`src/rtl/spi_reg_bridge_pkg.sv`:
```
// Shared constants and payload helpers for the serial register bridge.
// Assumes a 32-bit payload, and a wire word whose bit 31 is the first bit on the line.
package spi_reg_bridge_pkg;

    localparam int WORD_W      = 32;
    localparam int BYTE_W      = 8;
    localparam int FMT_W       = 2;
    localparam int FMT_BIG_BIT = 0;   // 1: first payload byte is the high byte
    localparam int FMT_LSB_BIT = 1;   // 1: least significant bit of each byte goes first

    // Converts between the wire order and the register value. The mapping is its own inverse.
    function automatic logic [WORD_W-1:0] fmt_swap(input logic [WORD_W-1:0] w,
                                                   input logic [FMT_W-1:0]  fmt);
        logic [WORD_W-1:0] t;
        logic [WORD_W-1:0] r;
        t = w;
        if (fmt[FMT_LSB_BIT]) begin
            for (int k = 0; k < WORD_W; k++)
                t[k] = w[(k / BYTE_W) * BYTE_W + (BYTE_W - 1 - (k % BYTE_W))];
        end
        r = t;
        if (!fmt[FMT_BIG_BIT]) begin
            for (int b = 0; b < WORD_W / BYTE_W; b++)
                r[b*BYTE_W +: BYTE_W] = t[(WORD_W/BYTE_W - 1 - b)*BYTE_W +: BYTE_W];
        end
        return r;
    endfunction

endpackage

```
`src/rtl/spi_pin_sync.sv`:
```
// Brings the host pins into the clk domain and detects serial clock edges.
// Assumes clk runs at least eight times faster than sclk. mosi passes through the same
// number of stages as sclk, so the value seen at a detected rise is the one the host set up.
module spi_pin_sync #(
    parameter int STAGES = 2
) (
    input  logic clk,
    input  logic rst_n,
    input  logic sclk,
    input  logic cs_n,
    input  logic mosi,
    output logic sclk_rise,
    output logic sclk_fall,
    output logic cs_act,
    output logic mosi_s
);
    logic [STAGES:0]   sclk_p;
    logic [STAGES-1:0] cs_p;
    logic [STAGES-1:0] mosi_p;

    // Shift the pins through the synchronizer stages; sclk gets one more stage for edge detection.
    always_ff @(posedge clk) begin
        if (!rst_n) begin
            sclk_p <= '0;
            cs_p   <= '1;
            mosi_p <= '0;
        end else begin
            sclk_p <= {sclk_p[STAGES-1:0], sclk};
            cs_p   <= {cs_p[STAGES-2:0], cs_n};
            mosi_p <= {mosi_p[STAGES-2:0], mosi};
        end
    end

    assign cs_act    = ~cs_p[STAGES-1];
    assign mosi_s    = mosi_p[STAGES-1];
    assign sclk_rise = cs_act &  sclk_p[STAGES-1] & ~sclk_p[STAGES];
    assign sclk_fall = cs_act & ~sclk_p[STAGES-1] &  sclk_p[STAGES];


    edge_excl_chk: assert property (@(posedge clk) disable iff (!rst_n)
        sclk_rise |=> !sclk_fall);
endmodule

```
`src/rtl/spi_cfg_regs.sv`:
```
// Holds the payload format register and the setup/status register.
// Assumes at most one write strobe per cycle. A setup write takes priority over a
// late-data event in the same cycle.
module spi_cfg_regs #(
    parameter int          PAD_W = 4,
    parameter logic [7:0]  IF_ID = 8'd2
) (
    input  logic             clk,
    input  logic             rst_n,
    input  logic             fmt_we,
    input  logic [1:0]       fmt_d,
    input  logic             setup_we,
    input  logic [PAD_W-1:0] pad_d,
    input  logic             late_set,
    output logic [1:0]       fmt,
    output logic [PAD_W-1:0] pad,
    output logic [31:0]      fmt_word,
    output logic [31:0]      setup_word
);
    localparam int LATE_BIT = 16;
    localparam int ID_LSB   = 24;

    logic late_q;

    // Format register: loaded only by a committed local write.
    always_ff @(posedge clk) begin
        if (!rst_n)      fmt <= 2'b00;
        else if (fmt_we) fmt <= fmt_d;
    end

    // Filler count and sticky late-data flag; a setup write reloads one and clears the other.
    always_ff @(posedge clk) begin
        if (!rst_n) begin
            pad    <= '0;
            late_q <= 1'b0;
        end else if (setup_we) begin
            pad    <= pad_d;
            late_q <= 1'b0;
        end else if (late_set) begin
            late_q <= 1'b1;
        end
    end

    // Format readback repeats a bit-order-symmetric byte so it reads the same in every format.
    genvar g;
    generate
        for (g = 0; g < 4; g++) begin : g_fmt_byte
            assign fmt_word[g*8 +: 8] = {fmt[0], fmt[1], 4'b0000, fmt[1], fmt[0]};
        end
    endgenerate

    // Setup readback assembly.
    always_comb begin
        setup_word                    = '0;
        setup_word[PAD_W-1:0]         = pad;
        setup_word[LATE_BIT]          = late_q;
        setup_word[ID_LSB +: 8]       = IF_ID;
    end


    late_sticky_chk: assert property (@(posedge clk) disable iff (!rst_n)
        (late_set && !setup_we) |=> setup_word[LATE_BIT]);

    late_clear_chk: assert property (@(posedge clk) disable iff (!rst_n)
        setup_we |=> !setup_word[LATE_BIT]);

    fmt_hold_chk: assert property (@(posedge clk) disable iff (!rst_n)
        !fmt_we |=> $stable(fmt));
endmodule

```
`src/rtl/spi_frame_ctl.sv`:
```
// Parses a frame: address field, optional filler bytes and a 32-bit payload.
// It issues the register request, captures read data, drives miso and flags late data.
// Assumes the edge pulses come from spi_pin_sync, and that a read completes before the
// next read request of a following frame is issued.
module spi_frame_ctl
    import spi_reg_bridge_pkg::*;
#(
    parameter int                    ADDR_BITS  = 24,
    parameter int                    PAD_W      = 4,
    parameter logic [ADDR_BITS-2:0]  LOCAL_WORD = 23'h400000
) (
    input  logic                  clk,
    input  logic                  rst_n,
    input  logic                  sclk_rise,
    input  logic                  sclk_fall,
    input  logic                  cs_act,
    input  logic                  mosi_s,
    input  logic [FMT_W-1:0]      fmt,
    input  logic [PAD_W-1:0]      pad,
    input  logic [WORD_W-1:0]     fmt_word,
    input  logic [WORD_W-1:0]     setup_word,
    input  logic                  reg_ack,
    input  logic [WORD_W-1:0]     reg_rdata,
    output logic                  miso,
    output logic                  reg_req,
    output logic                  reg_we,
    output logic [ADDR_BITS-2:0]  reg_addr,
    output logic [WORD_W-1:0]     reg_wdata,
    output logic                  fmt_we,
    output logic [FMT_W-1:0]      fmt_d,
    output logic                  setup_we,
    output logic [PAD_W-1:0]      pad_d,
    output logic                  late_set
);
    localparam int WADDR_W   = ADDR_BITS - 1;
    localparam int CNT_LIMIT = ADDR_BITS + BYTE_W * ((1 << PAD_W) - 1) + WORD_W + 1;
    localparam int CNT_W     = $clog2(CNT_LIMIT + 1);
    localparam logic [CNT_W-1:0] C_ADDR   = CNT_W'(ADDR_BITS);
    localparam logic [CNT_W-1:0] C_ADDR_L = CNT_W'(ADDR_BITS - 1);
    localparam logic [CNT_W-1:0] C_WR_L   = CNT_W'(ADDR_BITS + WORD_W - 1);

    logic [CNT_W-1:0]   cnt;
    logic               is_wr;
    logic [WADDR_W-1:0] addr_q;
    logic [WORD_W-2:0]  data_sr;
    logic [PAD_W-1:0]   pad_q;
    logic               pend;
    logic               rd_valid;
    logic [WORD_W-1:0]  rd_buf;
    logic [WORD_W-1:0]  tx_sr;

    logic [WADDR_W-1:0] next_addr;
    logic [WORD_W-1:0]  wr_word;
    logic [CNT_W-1:0]   data_start;
    logic               addr_last;
    logic               wr_last;
    logic               ld_fall;
    logic               sh_fall;
    logic               next_local;
    logic               cur_local;

    assign next_addr  = {addr_q[WADDR_W-2:0], mosi_s};
    assign wr_word    = fmt_swap({data_sr, mosi_s}, fmt);
    assign data_start = C_ADDR + CNT_W'({pad_q, 3'b000});
    assign addr_last  = sclk_rise && (cnt == C_ADDR_L);
    assign wr_last    = sclk_rise && is_wr && (cnt == C_WR_L);
    assign ld_fall    = sclk_fall && !is_wr && (cnt == data_start);
    assign sh_fall    = sclk_fall && !is_wr && (cnt > data_start);
    assign next_local = (next_addr[WADDR_W-1:1] == LOCAL_WORD[WADDR_W-1:1]);
    assign cur_local  = (addr_q[WADDR_W-1:1]    == LOCAL_WORD[WADDR_W-1:1]);

    // Count rising edges within the frame; chip select release restarts the count.
    always_ff @(posedge clk) begin
        if (!rst_n || !cs_act)               cnt <= '0;
        else if (sclk_rise && (cnt != '1))   cnt <= cnt + 1'b1;
    end

    // Capture the direction flag and the word index from the address field.
    always_ff @(posedge clk) begin
        if (!rst_n) begin
            is_wr  <= 1'b0;
            addr_q <= '0;
        end else if (sclk_rise) begin
            if (cnt == '0)          is_wr  <= mosi_s;
            else if (cnt < C_ADDR)  addr_q <= next_addr;
        end
    end

    // Shift in payload bits after the address field.
    always_ff @(posedge clk) begin
        if (!rst_n)                            data_sr <= '0;
        else if (sclk_rise && cnt >= C_ADDR)   data_sr <= {data_sr[WORD_W-3:0], mosi_s};
    end

    // Snapshot the filler count when the address completes, so the frame uses one value.
    always_ff @(posedge clk) begin
        if (!rst_n)         pad_q <= '0;
        else if (addr_last) pad_q <= pad;
    end

    // Issue register requests and local write strobes.
    always_ff @(posedge clk) begin
        if (!rst_n) begin
            reg_req   <= 1'b0;
            reg_we    <= 1'b0;
            reg_addr  <= '0;
            reg_wdata <= '0;
            fmt_we    <= 1'b0;
            setup_we  <= 1'b0;
            fmt_d     <= '0;
            pad_d     <= '0;
        end else begin
            reg_req  <= 1'b0;
            fmt_we   <= 1'b0;
            setup_we <= 1'b0;
            if (addr_last && !is_wr && !next_local) begin
                reg_req  <= 1'b1;
                reg_we   <= 1'b0;
                reg_addr <= next_addr;
            end
            if (wr_last) begin
                if (cur_local) begin
                    fmt_we   <= ~addr_q[0];
                    setup_we <=  addr_q[0];
                    fmt_d    <= wr_word[FMT_W-1:0];
                    pad_d    <= wr_word[PAD_W-1:0];
                end else begin
                    reg_req   <= 1'b1;
                    reg_we    <= 1'b1;
                    reg_addr  <= addr_q;
                    reg_wdata <= wr_word;
                end
            end
        end
    end

    // Track the outstanding read and hold its result, or the local register value.
    always_ff @(posedge clk) begin
        if (!rst_n) begin
            pend     <= 1'b0;
            rd_valid <= 1'b0;
            rd_buf   <= '0;
        end else if (addr_last && !is_wr) begin
            if (next_local) begin
                pend     <= 1'b0;
                rd_valid <= 1'b1;
                rd_buf   <= next_addr[0] ? setup_word : fmt_word;
            end else begin
                pend     <= 1'b1;
                rd_valid <= 1'b0;
            end
        end else if (pend && reg_ack) begin
            pend     <= 1'b0;
            rd_valid <= 1'b1;
            rd_buf   <= reg_rdata;
        end
    end

    // Load the payload at the deadline edge, then shift one bit per falling edge.
    always_ff @(posedge clk) begin
        if (!rst_n || !cs_act) begin
            tx_sr    <= '0;
            late_set <= 1'b0;
        end else begin
            late_set <= 1'b0;
            if (ld_fall) begin
                if (rd_valid) begin
                    tx_sr <= fmt_swap(rd_buf, fmt);
                end else begin
                    tx_sr    <= '0;
                    late_set <= 1'b1;
                end
            end else if (sh_fall) begin
                tx_sr <= {tx_sr[WORD_W-2:0], 1'b0};
            end
        end
    end

    assign miso = tx_sr[WORD_W-1];


    req_pulse_chk: assert property (@(posedge clk) disable iff (!rst_n)
        reg_req |=> !reg_req);

    miso_idle_chk: assert property (@(posedge clk) disable iff (!rst_n)
        !cs_act |=> !miso);

    no_req_idle_chk: assert property (@(posedge clk) disable iff (!rst_n)
        (!cs_act && !$past(cs_act)) |-> !reg_req);
endmodule

```
`src/rtl/spi_reg_bridge.sv`:
```
// Top of the serial register access bridge: pin synchronizer, frame controller and
// the two local configuration registers.
// Assumes clk is at least eight times faster than sclk, and that the register port returns
// reg_ack exactly once for each read request.
module spi_reg_bridge #(
    parameter int                    ADDR_BITS  = 24,
    parameter int                    PAD_W      = 4,
    parameter int                    SYNC_STAGES = 2,
    parameter logic [ADDR_BITS-2:0]  LOCAL_WORD = 23'h400000,
    parameter logic [7:0]            IF_ID      = 8'd2
) (
    input  logic                 clk,
    input  logic                 rst_n,
    input  logic                 sclk,
    input  logic                 cs_n,
    input  logic                 mosi,
    output logic                 miso,
    output logic                 reg_req,
    output logic                 reg_we,
    output logic [ADDR_BITS-2:0] reg_addr,
    output logic [31:0]          reg_wdata,
    input  logic                 reg_ack,
    input  logic [31:0]          reg_rdata
);
    logic             sclk_rise, sclk_fall, cs_act, mosi_s;
    logic [1:0]       fmt, fmt_d;
    logic [PAD_W-1:0] pad, pad_d;
    logic [31:0]      fmt_word, setup_word;
    logic             fmt_we, setup_we, late_set;

    spi_pin_sync #(.STAGES(SYNC_STAGES)) u_sync (
        .clk(clk), .rst_n(rst_n), .sclk(sclk), .cs_n(cs_n), .mosi(mosi),
        .sclk_rise(sclk_rise), .sclk_fall(sclk_fall), .cs_act(cs_act), .mosi_s(mosi_s)
    );

    spi_frame_ctl #(.ADDR_BITS(ADDR_BITS), .PAD_W(PAD_W), .LOCAL_WORD(LOCAL_WORD)) u_frame (
        .clk(clk), .rst_n(rst_n),
        .sclk_rise(sclk_rise), .sclk_fall(sclk_fall), .cs_act(cs_act), .mosi_s(mosi_s),
        .fmt(fmt), .pad(pad), .fmt_word(fmt_word), .setup_word(setup_word),
        .reg_ack(reg_ack), .reg_rdata(reg_rdata),
        .miso(miso), .reg_req(reg_req), .reg_we(reg_we), .reg_addr(reg_addr),
        .reg_wdata(reg_wdata),
        .fmt_we(fmt_we), .fmt_d(fmt_d), .setup_we(setup_we), .pad_d(pad_d),
        .late_set(late_set)
    );

    spi_cfg_regs #(.PAD_W(PAD_W), .IF_ID(IF_ID)) u_cfg (
        .clk(clk), .rst_n(rst_n),
        .fmt_we(fmt_we), .fmt_d(fmt_d), .setup_we(setup_we), .pad_d(pad_d),
        .late_set(late_set),
        .fmt(fmt), .pad(pad), .fmt_word(fmt_word), .setup_word(setup_word)
    );
endmodule

```
`config.mk`:
```
export PLATFORM = sky130hd
export DESIGN_NAME = spi_reg_bridge
export DESIGN_NICKNAME = d
export VERILOG_FILES = /design/src/rtl/spi_reg_bridge_pkg.sv /design/src/rtl/spi_pin_sync.sv /design/src/rtl/spi_cfg_regs.sv /design/src/rtl/spi_frame_ctl.sv /design/src/rtl/spi_reg_bridge.sv
export SDC_FILE = /design/constraint.sdc
export NUM_CORES = 1
export LEC_CHECK = 0
export BUFFER_PORTS_ARGS = -buffer_cell sky130_fd_sc_hd__buf_4
export CORE_MARGIN = 10
export CORE_UTILIZATION = 30
export CTS_CLUSTER_SIZE = 40
export DETAILED_ROUTE_END_ITERATION = 10
export GPL_ROUTABILITY_DRIVEN = 0
export PLACE_DENSITY = 0.51
export SETUP_SLACK_MARGIN = 0.5
export SYNTH_ARGS = -nofsm -noshare
export SYNTH_HDL_FRONTEND = slang
export SYNTH_SLANG_ARGS = --single-unit
```
`constraint.sdc`:
```
create_clock -name clk -period 7 [get_ports clk]
set_input_delay 0.7 -clock clk [delete_from_list [all_inputs] [get_ports clk]]
set_output_delay 0.7 -clock clk [all_outputs]
set_load 0.02 [all_outputs]
```
[Word level (Yosys, flattened, before mapping)]
Cells that the tools add are included.
Word-level totals
  register bits: 213
  input port bits: 38
  output and inout port bits: 58
  word-level logic and storage cells: 101
Cells by class
  add/sub/neg operators: 2
  $lt $le $gt $ge: 3
  equality and inequality tests: 7
  muxes and demuxes: 27
  bitwise logic cells: 12
  reduce and logical (&&, ||, !) cells: 26
Operator list (count)
  $mux W32: 11
  $mux W23: 3
  $eq A22 B22 Y1 const B: 2
  $mux W1: 13
  $logic_and A1 B1 Y1: 11
  $add A5 B7 Y8 const A: 1
  $add A8 B1 Y8 const B: 1
  $eq A8 B5 Y1 const B: 1
  $eq A8 B6 Y1 const B: 1
  $eq A8 B8 Y1: 1
  $ge A8 B5 Y1 const B: 1
  $gt A8 B8 Y1: 1
  $logic_not A8 Y1: 1
  $lt A8 B5 Y1 const B: 1
  $ne A8 B8 Y1 const B: 1
  $not A1 Y1: 8
  $reduce_and A2 Y1: 4
  $reduce_and A3 Y1: 2
  $and A1 B1 Y1: 4
  $reduce_bool A2 Y1: 2
  $reduce_or A2 Y1: 2
  $logic_not A1 Y1: 3
  $ne A2 B1 Y1 const B: 1
  $logic_or A1 B1 Y1: 1

[Longest topological paths before layout]
Gate-level depths: netlist of the first run.
  depth in word-level cells: 9
  mapped depth: 11
  depth with buffers taken out: 9

[Cells and area by module]
From an unflattened synthesis of the first run, not the netlist that was laid out.
Unflattened totals
  cell total of the unflattened synthesis: 1153
  area total of the unflattened synthesis: 11121.9 µm²
By module, submodules not included
  spi_frame_ctl: instances 1, cells an instance 1048, area an instance 10161.0 µm², sequential area each 3943.8 µm²
  spi_cfg_regs: instances 1, cells an instance 88, area an instance 748.2 µm², sequential area each 140.1 µm²
  spi_pin_sync: instances 1, cells an instance 17, area an instance 212.7 µm², sequential area each 140.1 µm²

[Least setup slack after synthesis of the first run]
Ideal clock, no wire load.
  path kind: register to register
  from: register u_frame.cnt[7]
  to: register u_frame.rd_buf[17]
  library setup time: 0.116 ns
  data arrival time: 2.222 ns
  data required time: 6.884 ns
  setup slack: 4.662 ns
  stages on the path, launching flop included: 10
  buffers on the path: 4
  clock period less this slack: 2.338 ns
  path through: dfxtp_1 clkbuf_2 or4_1 clkbuf_1 nor4_1 nor2_1 or2_1 buf_4 buf_6 o211a_1
On the way
  word-level cells in the longest chain between the ends: 5
  elaborated cells on any way between the ends: 7
  those cells by class: eq/ne: 2; mux: 1; reduce/logical: 4
Ends and longest elaborated chain
  start, declared: line spi_frame_ctl.sv:42  | logic [CNT_W-1:0] cnt;
  start signal, assigned: line spi_frame_ctl.sv:75  | else if (sclk_rise && (cnt != '1)) cnt <= cnt + 1'b1;
  $eq A8 B5 Y1 (*): line spi_frame_ctl.sv:65  | assign addr_last = sclk_rise && (cnt == C_ADDR_L);
  $logic_and A1 B1 Y1 (*): line spi_frame_ctl.sv:65
  $logic_and A1 B1 Y1 (*): line spi_frame_ctl.sv:143  | end else if (addr_last && !is_wr) begin
  $ne A2 B1 Y1 (no line) or $reduce_bool A2 Y1 (tied branches)
  $reduce_and A2 Y1 (no line)
  end signal, assigned: line spi_frame_ctl.sv:147  | rd_buf <= next_addr[0] ? setup_word : fmt_word;
  end signal, assigned: line spi_frame_ctl.sv:155  | rd_buf <= reg_rdata;
  end, declared: line spi_frame_ctl.sv:49  | logic [WORD_W-1:0] rd_buf;
Every way passes the cells marked *; elsewhere a longest branch is shown, timed or not.
A chain may end at the register's enable or synchronous reset.

[Final worst setup path of the first run]
  from: register u_frame.cnt[7]
  to: register u_frame.rd_buf[1]
The elaborated chain is that of the path after synthesis.

==> key figures, run 1 <==
Clock network
  – Post-CTS Resized: 0
  – CTS Buf Count: 26
  – Max Buffers Root-to-Sink: 3
  – CTS tree: done
  – Postcts setup bufs: 0
  – Clock Sinks: 211
  – H-tree levels: 1
  – Clk_lat worst skew: ~0.55 ns
  – Clock root cell: clkbuf_16
  – Reg clk slew, reported paths: 0.06 ns
  – Hold-fix buffer count after cts: 0

Timing
  – Slew HR: ~17%
  – Min Tclk post-route: 3.85 ns
  – Hold slack: 0.335 ns
  – Setup violators final: 0
  – Fin. max-slew vios: 0
  – Final Cycle Share: about 55%
  – Setup TNS: 0 ns
  – Actual slew at the worst max-slew pin: about 1.2 ns
  – Unrepaired setup endpoints after global routing: no
  – Worst Skew: ~0.024 ns
  – FMAX: 260 MHz
  – Final hold vios: 0

Global routing
  – Grt total ovfl: 0
  – Largest net degree at the start of global routing: 103
  – First-pass GRT wire length: 43700 um
  – Vias in the first global route: 7697
  – Initial antenna violation count: 0
  – GRT Total Usage: 12.6%

Final layout
  – Area delta synth->final: 18.2%
  – Post-layout util: 36.0%
  – FF+latch area: 0.00423 sq mm
  – # nets final: 1139
  – Layout cells sized above 1: 20.3%
  – Fillers: 3407
  – Fin area: 0.0121 sq mm
  – Diodes inserted: 0
  – Multi-input logic area: ~0.0056 sq mm

Logic synthesis
  – Top post-synthesis cells by area: dfxtp_1, mux4_2, nand2_1, mux2i_1, a21boi_0
  – Cell type with the largest total area after synthesis: dfxtp_1
  – Ys Warns: 0
  – Commonest cells in the netlist: dfxtp_1, nand2_1, clkbuf_1
  – Ys async rst share: 0%
  – Mean post-synth cell area: 9.71 sq um
  – Post-synth EDFFs: 0
  – Syn_nets: 1100
  – Cells after synthesis: 1054
  – Top-count cell post-synth: dfxtp_1
  – Post-synth top area share: 41.3%
  – Synthesis-stage register bit count: 211
  – Sequential fraction of the synthesis area: between 40% and 50%
  – Library cells used by synthesis: 54
  – Ys flop type: dfxtp_1
  – Netlist Area Pre-Place: 0.0102 sq mm

Detailed routing
  – Via density: 5.09
  – Avg WL per Cell: 17.4 um
  – Via count: 7938
  – DR iter-0 viols: 513
  – Final ANT Viol Nets: 0
  – DR pass1 iterations: 4
  – DRC violations left: 0
  – DRT Wirelength: roughly 27000 um

Flow run
  – Max Cap Viol: 0

Worst setup path
  – CP max FO: 26
  – Worst EP required: 7.37 ns
  – Max stage delay cell, worst path: nor4_4
  – Worst Setup End Kind: flip-flop
  – Setup crit start kind: flip-flop
  – Setup CP Type: flip-flop to flip-flop
  – CP Cell Sequence: or4_1, or3_1, nor4_4, or2_1, o21ai_0
  – Worst endpoint data arrival time: ~4.2 ns
  – Max incr delay on CP: 0.89 ns

Floorplanning
  – Cell row count: 67
  – Die height: 205 um
  – Chip Width: ~200 um
  – Initial Util: 30.4%
  – Io pins: 96
  – Core Box Area: 0.0336 sq mm
  – Die ar.: roughly 0.042 sq mm

Status
  – Status: completed

Power and ir drop
  – Part of the power in the clock network: 51.1%
  – Leakage: slightly above 4 nW
  – Pwr per Cell Area: approximately 210 mW/mm^2
  – NetSw: 0.561 mW
  – Comb power frac: 2.1%
  – Seq pwr share: 46.8%
  – Max rail drop VDD: 0.175 mV
  – Sw frac: 21.8%
  – Int Pwr: 2.01 mW

Placement
  – Input/output buffers: 95
  – Post-detail-place hpwl: 18000 um
  – Placed instance area: 0.0112 sq mm

Hold path
  – Worst Hold Class: input pin to flip-flop
area by class of cell:
| cell class | instances | share of cell area (%) |
|---|---|---|
| clock buffer | 42 | 6.62 |
| clock inverter | 6 | 0.476 |
| inverter | 8 | 0.248 |
| multi-input combinational | 740 | 46.5 |
| sequential | 211 | 35.0 |
| tap | 448 | 4.64 |
| timing repair buffer | 106 | 6.58 |
per-stage QoR:
step                      worst slack, ns  total power, mW  std cells
after floorplan                      4.66             1.26       1054
after CTS                            3.17             2.61       1561
after global routing                 2.88             2.67       1561
after global placement               3.31             1.28       1513
after detailed placement             3.16             1.28       1513
final                                3.15             2.57       1561
state kept, by name (all words and copies together) (netlist names), 3 cells and up:
name	flops
u_cfg.pad	4
u_frame.reg_addr	23
u_frame.addr_q	23
u_frame.rd_buf	32
u_frame.reg_wdata	32
u_frame.pad_d	4
u_sync.sclk_p	3
u_frame.cnt	8
u_frame.tx_sr	32
u_frame.pad_q	4
u_frame.data_sr	31
path summary, 6_finish.rpt:
path / startpoint / slack [ns] / cells past startpoint / end
worst max-delay path: u_frame.cnt[7] / 3.15 / 5 / u_frame.rd_buf[1]
worst min-delay path: cs_n / 0.34 / 2 / u_sync.cs_p[0]
worst max register to register: u_frame.cnt[7] / 3.15 / 5 / u_frame.rd_buf[1]
worst min register to register: u_sync.mosi_p[0] / 0.43 / 1 / u_sync.mosi_p[1]
cells in the final DEF, fill, tap and decap left out, types with 2 or more instances in the layout:
master / n
nand2b_1: 8
inv_1: 8
or4_1: 2
a21boi_0: 68
o21ai_0: 52
o31ai_1: 6
a22oi_1: 31
ha_1: 8
o211ai_1: 2
and2_1: 9
clkbuf_8: 9
xnor2_1: 4
a211oi_1: 31
nand3_1: 8
nand4_1: 15
mux2i_1: 59
clkbuf_16: 26
nor3_1: 24
clkinv_2: 4
mux4_2: 64
xor2_1: 3
clkbuf_1: 7
nor4_4: 2
o211a_1: 8
nand2_1: 162
nor4_1: 16
nand3b_1: 3
nor2_1: 46
or3_1: 5
a21oi_1: 37
buf_4: 106
nor2b_1: 39
dfxtp_1: 209
and3_1: 5
per-layer routing:
layer  vias to the layer above  routed length, um  global-route usage (%)
met5                         -                  0                       0
met2                       119              12600                    19.9
met1                      3872              13000                    17.4
li1                       3914                  -                       -
met3                        33               1020                    2.18
met4                         0                606                    3.41
cells by family after synthesis:
group,after synthesis,share of synthesized area (%)
buffers and inverters,103,4.25
and+or+nand+nor,356,16.9
AOI/OAI and AO/OA,245,16.0
adders and majority gates,8,0.978
muxes,124,20.0
xor gates and xnor gates,7,0.599
DFF,211,41.3
worst max-delay path: cells and delay by family, from the launching register on:
family / cells / cell delay (ns)
compound gates: 1 / 0.20
flops: 1 / 0.39
simple gates: 4 / 3.10
power by group through the flow:
stage / registers (mW) / clock network (mW) / logic (mW)
finish: 1.20 / 1.32 / 0.0530
global route: 1.20 / 1.41 / 0.0576
detailed placement: 1.23 / 0 / 0.0538
global placement: 1.23 / 0 / 0.0543
CTS: 1.20 / 1.35 / 0.0540
floorplan: 1.23 / 0 / 0.0284
Power figures use the tool's default switching activity.
==> run 2, diff against run 1 <==
Settings changed: PLACE_DENSITY 0.51 to 0.53.
Clock period 7 ns to 3.3 ns, I/O delays scaled along.
==> run 2 against run 1 <==
  * Worst hold slack worse by 0.29 ns
  * Cell count up 0.90%
  * First-iteration DRC count down 19%
  * Combinational power up 120%
  * Largest cell class unchanged
  * Final area up 1.6%
  * Clock-buffer cell count down 3
  * Setup slack worse by 2.4 ns
  * Highest routed layer unchanged
  * Maximum frequency up 49%
==> key figures, run 2 (synthesis results as in run 1) <==
Timing
  – Fin. max-slew vios: 0 (unchanged)
  – Slew HR: 19.2% (was 16.8%)
  – Setup violators final: 0 (unchanged)
  – Final hold vios: 0 (unchanged)
  – FMAX: 387 MHz (was 260 MHz)
  – Final Cycle Share: 78.2% (was 55.0%)
  – Actual slew at the worst max-slew pin: 1.20 ns (was 1.25 ns)
  – Hold slack: 0.0432 ns (was 0.335 ns)
  – Min Tclk post-route: 2.58 ns (was 3.85 ns)
  – Unrepaired setup endpoints after global routing: no (unchanged)
  – Setup TNS: 0 ns (unchanged)
  – Worst Skew: 0.0263 ns (was 0.0244 ns)

Power and ir drop
  – Leakage: 4.23 nW (was 4.14 nW)
  – Max rail drop VDD: 0.333 mV (was 0.175 mV)
  – Seq pwr share: 46.8% (about the same)
  – Comb power frac: 2.1% (about the same)
  – NetSw: 1.20 mW (was 0.561 mW)
  – Pwr per Cell Area: 445 mW/mm^2 (was 213 mW/mm^2)
  – Final Power: 5.46 mW (was 2.57 mW)
  – Sw frac: 21.9% (was 21.8%)
  – Int Pwr: 4.26 mW (was 2.01 mW)
  – Part of the power in the clock network: 51.1% (about the same)

Detailed routing
  – Avg WL per Cell: 17.1 um (was 17.4 um)
  – DRC violations left: 0 (unchanged)
  – Via density: 5.08 (was 5.09)
  – DR pass1 iterations: 4 (unchanged)
  – DRT Wirelength: 27000 um (was 27200 um)
  – Final ANT Viol Nets: 0 (unchanged)
  – DR iter-0 viols: 413 (was 513)
  – Via count: 8004 (was 7938)

Global routing
  – Grt total ovfl: 0 (unchanged)
  – Largest net degree at the start of global routing: 85 (was 103)
  – First-pass GRT wire length: 44000 um (was 43700 um)
  – Initial antenna violation count: 0 (unchanged)
  – Vias in the first global route: 7810 (was 7697)
  – GRT Total Usage: 12.7% (was 12.6%)

Worst setup path
  – Max incr delay on CP: 0.63 ns (was 0.89 ns)
  – Worst endpoint data arrival time: 3.00 ns (was 4.22 ns)
  – CP max FO: 20 (was 26)
  – Setup CP Type: flip-flop to flip-flop (unchanged)
  – Worst Setup End Kind: flip-flop (unchanged)
  – CP Cell Sequence: or3b_2, or4_1, a311oi_4, buf_6, mux2i_1, a21oi_1 (was or4_1, or3_1, nor4_4, or2_1, o21ai_0)
  – Max stage delay cell, worst path: or3b_2 (was nor4_4)
  – Setup crit start kind: flip-flop (unchanged)
  – Worst EP required: 3.72 ns (was 7.37 ns)

Flow run
  – Max Cap Viol: 0 (unchanged)

Final layout
  – Area delta synth->final: 20.1% (was 18.2%)
  – Commonest cells after routing, fill and taps aside: dfxtp_1, nand2_1, buf_4 (unchanged)
  – Diodes inserted: 0 (unchanged)
  – Post-layout util: 36.5% (was 36.0%)
  – Fillers: 3398 (was 3407)
  – # nets final: 1155 (was 1139)
  – Layout cells sized above 1: 21.5% (was 20.3%)
  – Commonest non-fill, non-tap cell in the layout: dfxtp_1 (unchanged)
  – Top flop regs: u_frame.rd_buf: 32 flops, u_frame.reg_wdata: 32 flops, u_frame.tx_sr: 32 flops (unchanged)

Status
  – Status: completed (unchanged)

Clock network
  – Clk_lat worst skew: 0.54 ns (was 0.55 ns)
  – CTS tree: done (unchanged)
  – Clock Sinks: 211 (unchanged)
  – Clock root cell: clkbuf_16 (unchanged)
  – CTS Buf Count: 26 (unchanged)
  – H-tree levels: 1 (unchanged)
  – Reg clk slew, reported paths: 0.06 ns (about the same)
  – Max Buffers Root-to-Sink: 3 (unchanged)
  – Postcts setup bufs: 0 (unchanged)

Floorplanning
  – Initial Util: 30.4% (unchanged)
  – Die height: 205 um (unchanged)
  – Die ar.: 0.0419 sq mm (unchanged)
  – Io pins: 96 (unchanged)
  – Chip Width: 205 um (unchanged)
  – Core Box Area: 0.0336 sq mm (unchanged)
  – Cell row count: 67 (unchanged)

Placement
  – Post-detail-place hpwl: 17900 um (was 18000 um)
  – Input/output buffers: 95 (unchanged)

Hold path
  – Worst Hold Class: input pin to flip-flop (unchanged)
[run 2: routing by layer]
metal / part of all wire, % / GRT usage [%] / wire length [um] / vias to the layer above
li1: - / - / - / 3958
met1: 47 / 17.2 / 12800 / 3879
met2: 47 / 20.4 / 12600 / 139
met3: 4.5 / 2.62 / 1210 / 28
met4: 1.7 / 2.75 / 454 / 0
met5: 0 / 0 / 0 / -
[run 2: repair_timing]
action / in CTS / in global routing
hold buffers: 3 / 0
setup endpoints to repair: 0 / 32
hold endpoints to repair: 3 / 0
resized for setup: 0 / 3
[run 2: critical path: cells and delay by family, from the launching register on]
family	cells	cell delay, ns
AND/OR/NAND/NOR	2	1.23
AO/OA/AOI/OAI	2	0.37
flip-flops	1	0.32
buffers and inverters	1	0.29
multiplexers	1	0.23
[run 2: area by class of cell]
class                           count  area (sq um)  area share (%)
Clock inverter                      7          68.8           0.560
Inverter                            8          30.0           0.244
Multi-Input combinational cell    740          5620            45.7
Timing Repair Buffer              122           990            8.06
Tap cell                          448           561            4.56
Clock buffer                       39           790            6.43
Sequential cell                   211          4230            34.4
[run 2: final timing paths]
kind / from / end / slack [ns] / depth (start not counted)
min: reg_rdata[27] / u_frame.rd_buf[27] / 0.04 / 3
max: u_sync.cs_p[1] / u_frame.reg_addr[15] / 0.72 / 6
max reg2reg: u_sync.cs_p[1] / u_frame.reg_addr[15] / 0.72 / 6
min reg2reg: u_sync.cs_p[0] / u_sync.cs_p[1] / 0.41 / 1
[run 2: stage by stage]
step           worst slack [ns]  cells  area (sq um)
5_1_grt                   0.512   1575         12300
2_1_floorplan             0.962   1054         10200
3_5_place_dp              0.517   1526         11400
3_3_place_gp              0.607   1526         11400
4_1_cts                   0.503   1575         12300
6_report                  0.719   1575         12300
[run 2: power groups by stage]
stage | combinational, mW | sequential, mW | clock (mW)
floorplan | 0.0603 | 2.61 | 0
global placement | 0.114 | 2.61 | 0
detailed placement | 0.113 | 2.61 | 0
CTS | 0.117 | 2.55 | 2.87
global route | 0.126 | 2.55 | 2.98
finish | 0.115 | 2.55 | 2.79
==> run 3, diff against run 2 <==
Settings changed: PLACE_DENSITY 0.53 to 0.51.
Clock period 3.3 ns to 2.6 ns, I/O delays scaled along.
==> run 3 against run 2 <==
  * Worst hold slack gained 0.050 ns
  * Register-to-register slack worse by 0.50 ns
  * Clock power up 28%
  * Non-clock buffer count grew 77
  * Wire length increased by 16%
  * Via count rose by 6.6%
  * Critical path type unchanged
  * Critical endpoint is now u_frame.rd_buf[9]
  * Largest power group unchanged
==> key figures, run 3 (synthesis results as in run 1) <==
Status
  – Status: completed (unchanged)

Global routing
  – First-pass GRT wire length: 47200 um (was 44000 um)
  – Grt met2 use: 21.7% (was 20.4%)
  – Vias in the first global route: 8143 (was 7810)
  – GRT busiest layer: met2 (unchanged)
  – GRT Total Usage: 13.8% (was 12.7%)
  – Initial antenna violation count: 0 (unchanged)
  – Grt total ovfl: 0 (unchanged)
  – Largest net degree at the start of global routing: 77 (was 85)
  – GR Util met1: 18.7% (was 17.2%)
  – Met3 usage: 2.92% (was 2.62%)

Worst setup path
  – Worst Setup End Kind: flip-flop (unchanged)
  – Worst EP required: 3.02 ns (was 3.72 ns)
  – CP max FO: 6 (was 20)
  – Crit-path leading delay family: simple AND/OR/NAND/NOR gates (unchanged)
  – Max stage delay cell, worst path: or4_4 (was or3b_2)
  – Setup crit start kind: flip-flop (unchanged)
  – Setup CP Type: flip-flop to flip-flop (unchanged)
  – Sum of buffers and inverters on the critical path: 3 (was 1)
  – Cell mode on critical path: buf_6
  – CP Cell Sequence: buf_6, or4_4, buf_6, nor4_4, nor2_2, or2_4, clkbuf_16, o211a_1 (was or3b_2, or4_1, a311oi_4, buf_6, mux2i_1, a21oi_1)
  – Worst endpoint data arrival time: 2.80 ns (was 3.00 ns)
  – Max incr delay on CP: 0.55 ns (was 0.63 ns)

Detailed routing
  – DRC violations left: 0 (unchanged)
  – Via density: 5.16 (was 5.08)
  – Final ANT Viol Nets: 0 (unchanged)
  – DR pass1 iterations: 5 (was 4)
  – DRT Wirelength: 31400 um (was 27000 um)
  – Avg WL per Cell: 19.0 um (was 17.1 um)
  – Via count: 8534 (was 8004)
  – DR iter-0 viols: 579 (was 413)

Timing
  – Fin. max-slew vios: 0 (unchanged)
  – Setup TNS: 0 ns (unchanged)
  – Worst Skew: 0.0100 ns (was 0.0263 ns)
  – Unrepaired setup endpoints after global routing: yes (was no)
  – Final Cycle Share: 91.6% (was 78.2%)
  – Min Tclk post-route: 2.38 ns (was 2.58 ns)
  – Setup violators final: 0 (unchanged)
  – FMAX: 420 MHz (was 387 MHz)
  – Final hold vios: 0 (unchanged)
  – Slew HR: 56.8% (was 19.2%)
  – Actual slew at the worst max-slew pin: 0.639 ns (was 1.20 ns)

Final layout
  – Post-route insts no fill: 1654 (was 1575)
  – Area delta synth->final: 36.7% (was 20.1%)
  – Diodes inserted: 0 (unchanged)
  – Commonest cells after routing, fill and taps aside: dfxtp_1, nand2_1, buf_4 (unchanged)
  – Commonest non-fill, non-tap cell in the layout: dfxtp_1 (unchanged)
  – Top flop regs: u_frame.rd_buf: 32 flops, u_frame.reg_wdata: 32 flops, u_frame.tx_sr: 32 flops (unchanged)
  – # nets final: 1233 (was 1155)
  – Fillers: 3276 (was 3398)
  – Multi-input logic area: 0.00615 sq mm (was 0.00562 sq mm)
  – Layout cells sized above 1: 34.0% (was 21.5%)
  – FF+latch area: 0.00425 sq mm (was 0.00423 sq mm)

Hold path
  – Worst Hold Class: input pin to flip-flop (unchanged)

Clock network
  – Clock root cell: clkbuf_16 (unchanged)
  – Max Buffers Root-to-Sink: 3 (unchanged)
  – Clock Sinks: 211 (unchanged)
  – Clk_lat worst skew: 0.53 ns (was 0.54 ns)
  – H-tree levels: 1 (unchanged)
  – CTS tree: done (unchanged)
  – CTS Buf Count: 27 (was 26)
  – Reg clk slew, reported paths: 0.06 ns (about the same)

Floorplanning
  – Initial Util: 30.4% (unchanged)
  – Cell row count: 67 (unchanged)
  – Die ar.: 0.0419 sq mm (unchanged)
  – Io pins: 96 (unchanged)
  – Die height: 205 um (unchanged)
  – Chip Width: 205 um (unchanged)
  – Core Box Area: 0.0336 sq mm (unchanged)

Placement
  – Input/output buffers: 95 (unchanged)
  – Cells after DPL: 1537 (was 1526)
  – Post-detail-place hpwl: 18700 um (was 17900 um)

Power and ir drop
  – Leakage: 4.90 nW (was 4.23 nW)
  – Max rail drop VDD: 0.428 mV (was 0.333 mV)
  – Pwr per Cell Area: 499 mW/mm^2 (was 445 mW/mm^2)

Flow run
  – Max Cap Viol: 0 (unchanged)
[run 3: changes by cell type in the layout (fill, tap and decap cells not counted), sizes merged]
cell and change:
clkinvlp -1, inv +2, dlygate4sd3 +14, clkbuf +12
buf +56, clkinv -4
[run 3: final cells by class]
cell class | count | area share (%)
clock buffers | 44 | 5.94
inverters | 8 | 0.215
flip-flops and latches | 211 | 30.3
repair buffers | 199 | 15.3
clock inverters | 4 | 0.215
multi-input cells | 740 | 44.0
well taps | 448 | 4.01
[run 3: routing by layer]
layer	vias up	routed length [um]
li1	4116	-
met1	4189	14300
met3	40	1680
met4	0	670
met2	189	14800
met5	-	0
[run 3: where the power goes]
group	internal, mW	leakage, nW	total, mW	switching [mW]
clock	2.17	0.419	3.57	1.40
combinational	0.0922	2.78	0.174	0.0821
sequential	3.23	1.71	3.24	0.00453
total	5.50	4.90	6.99	1.49
[run 3: worst paths after layout]
check | startpoint | to | slack, ns | depth (start not counted)
hold reg to reg | u_sync.cs_p[0] | u_sync.cs_p[1] | 0.41 | 1
hold / removal | reg_rdata[23] | u_frame.rd_buf[23] | 0.09 | 3
setup / recovery | u_frame.cnt[7] | u_frame.rd_buf[9] | 0.22 | 8
setup reg to reg | u_frame.cnt[7] | u_frame.rd_buf[9] | 0.22 | 8
[run 3: timing repair]
action	CTS	global route
cloned	10	10
hold buffers	17	0
endpoints found under the setup margin	128	138
setup buffers	25	7
pin swaps	76	32
endpoints found under the hold margin	17	0
gates resized for setup	81	97
[run 3: tightest hold or removal path: stages]
cell and delay, ns:
buf_4 0.08, o31ai_1 0.08, nor3_2 0.16
[run 3: per-stage QoR]
stage | power, mW | setup WS (ns) | hold WS (ns) | cell area, sq um | utilization [%]
global route | 7.25 | 0.148 | 0.0944 | 14000 | 41.6
finish | 6.99 | 0.219 | 0.0933 | 14000 | 41.6
floorplan | 3.39 | 0.286 | 0.361 | 10300 | -
CTS | 7.09 | 0.256 | 0.0707 | 13400 | 39.9
detailed placement | 3.46 | 0.207 | 0.396 | 11600 | 34.5
global placement | 3.46 | 0.247 | 0.395 | 11600 | 34.5
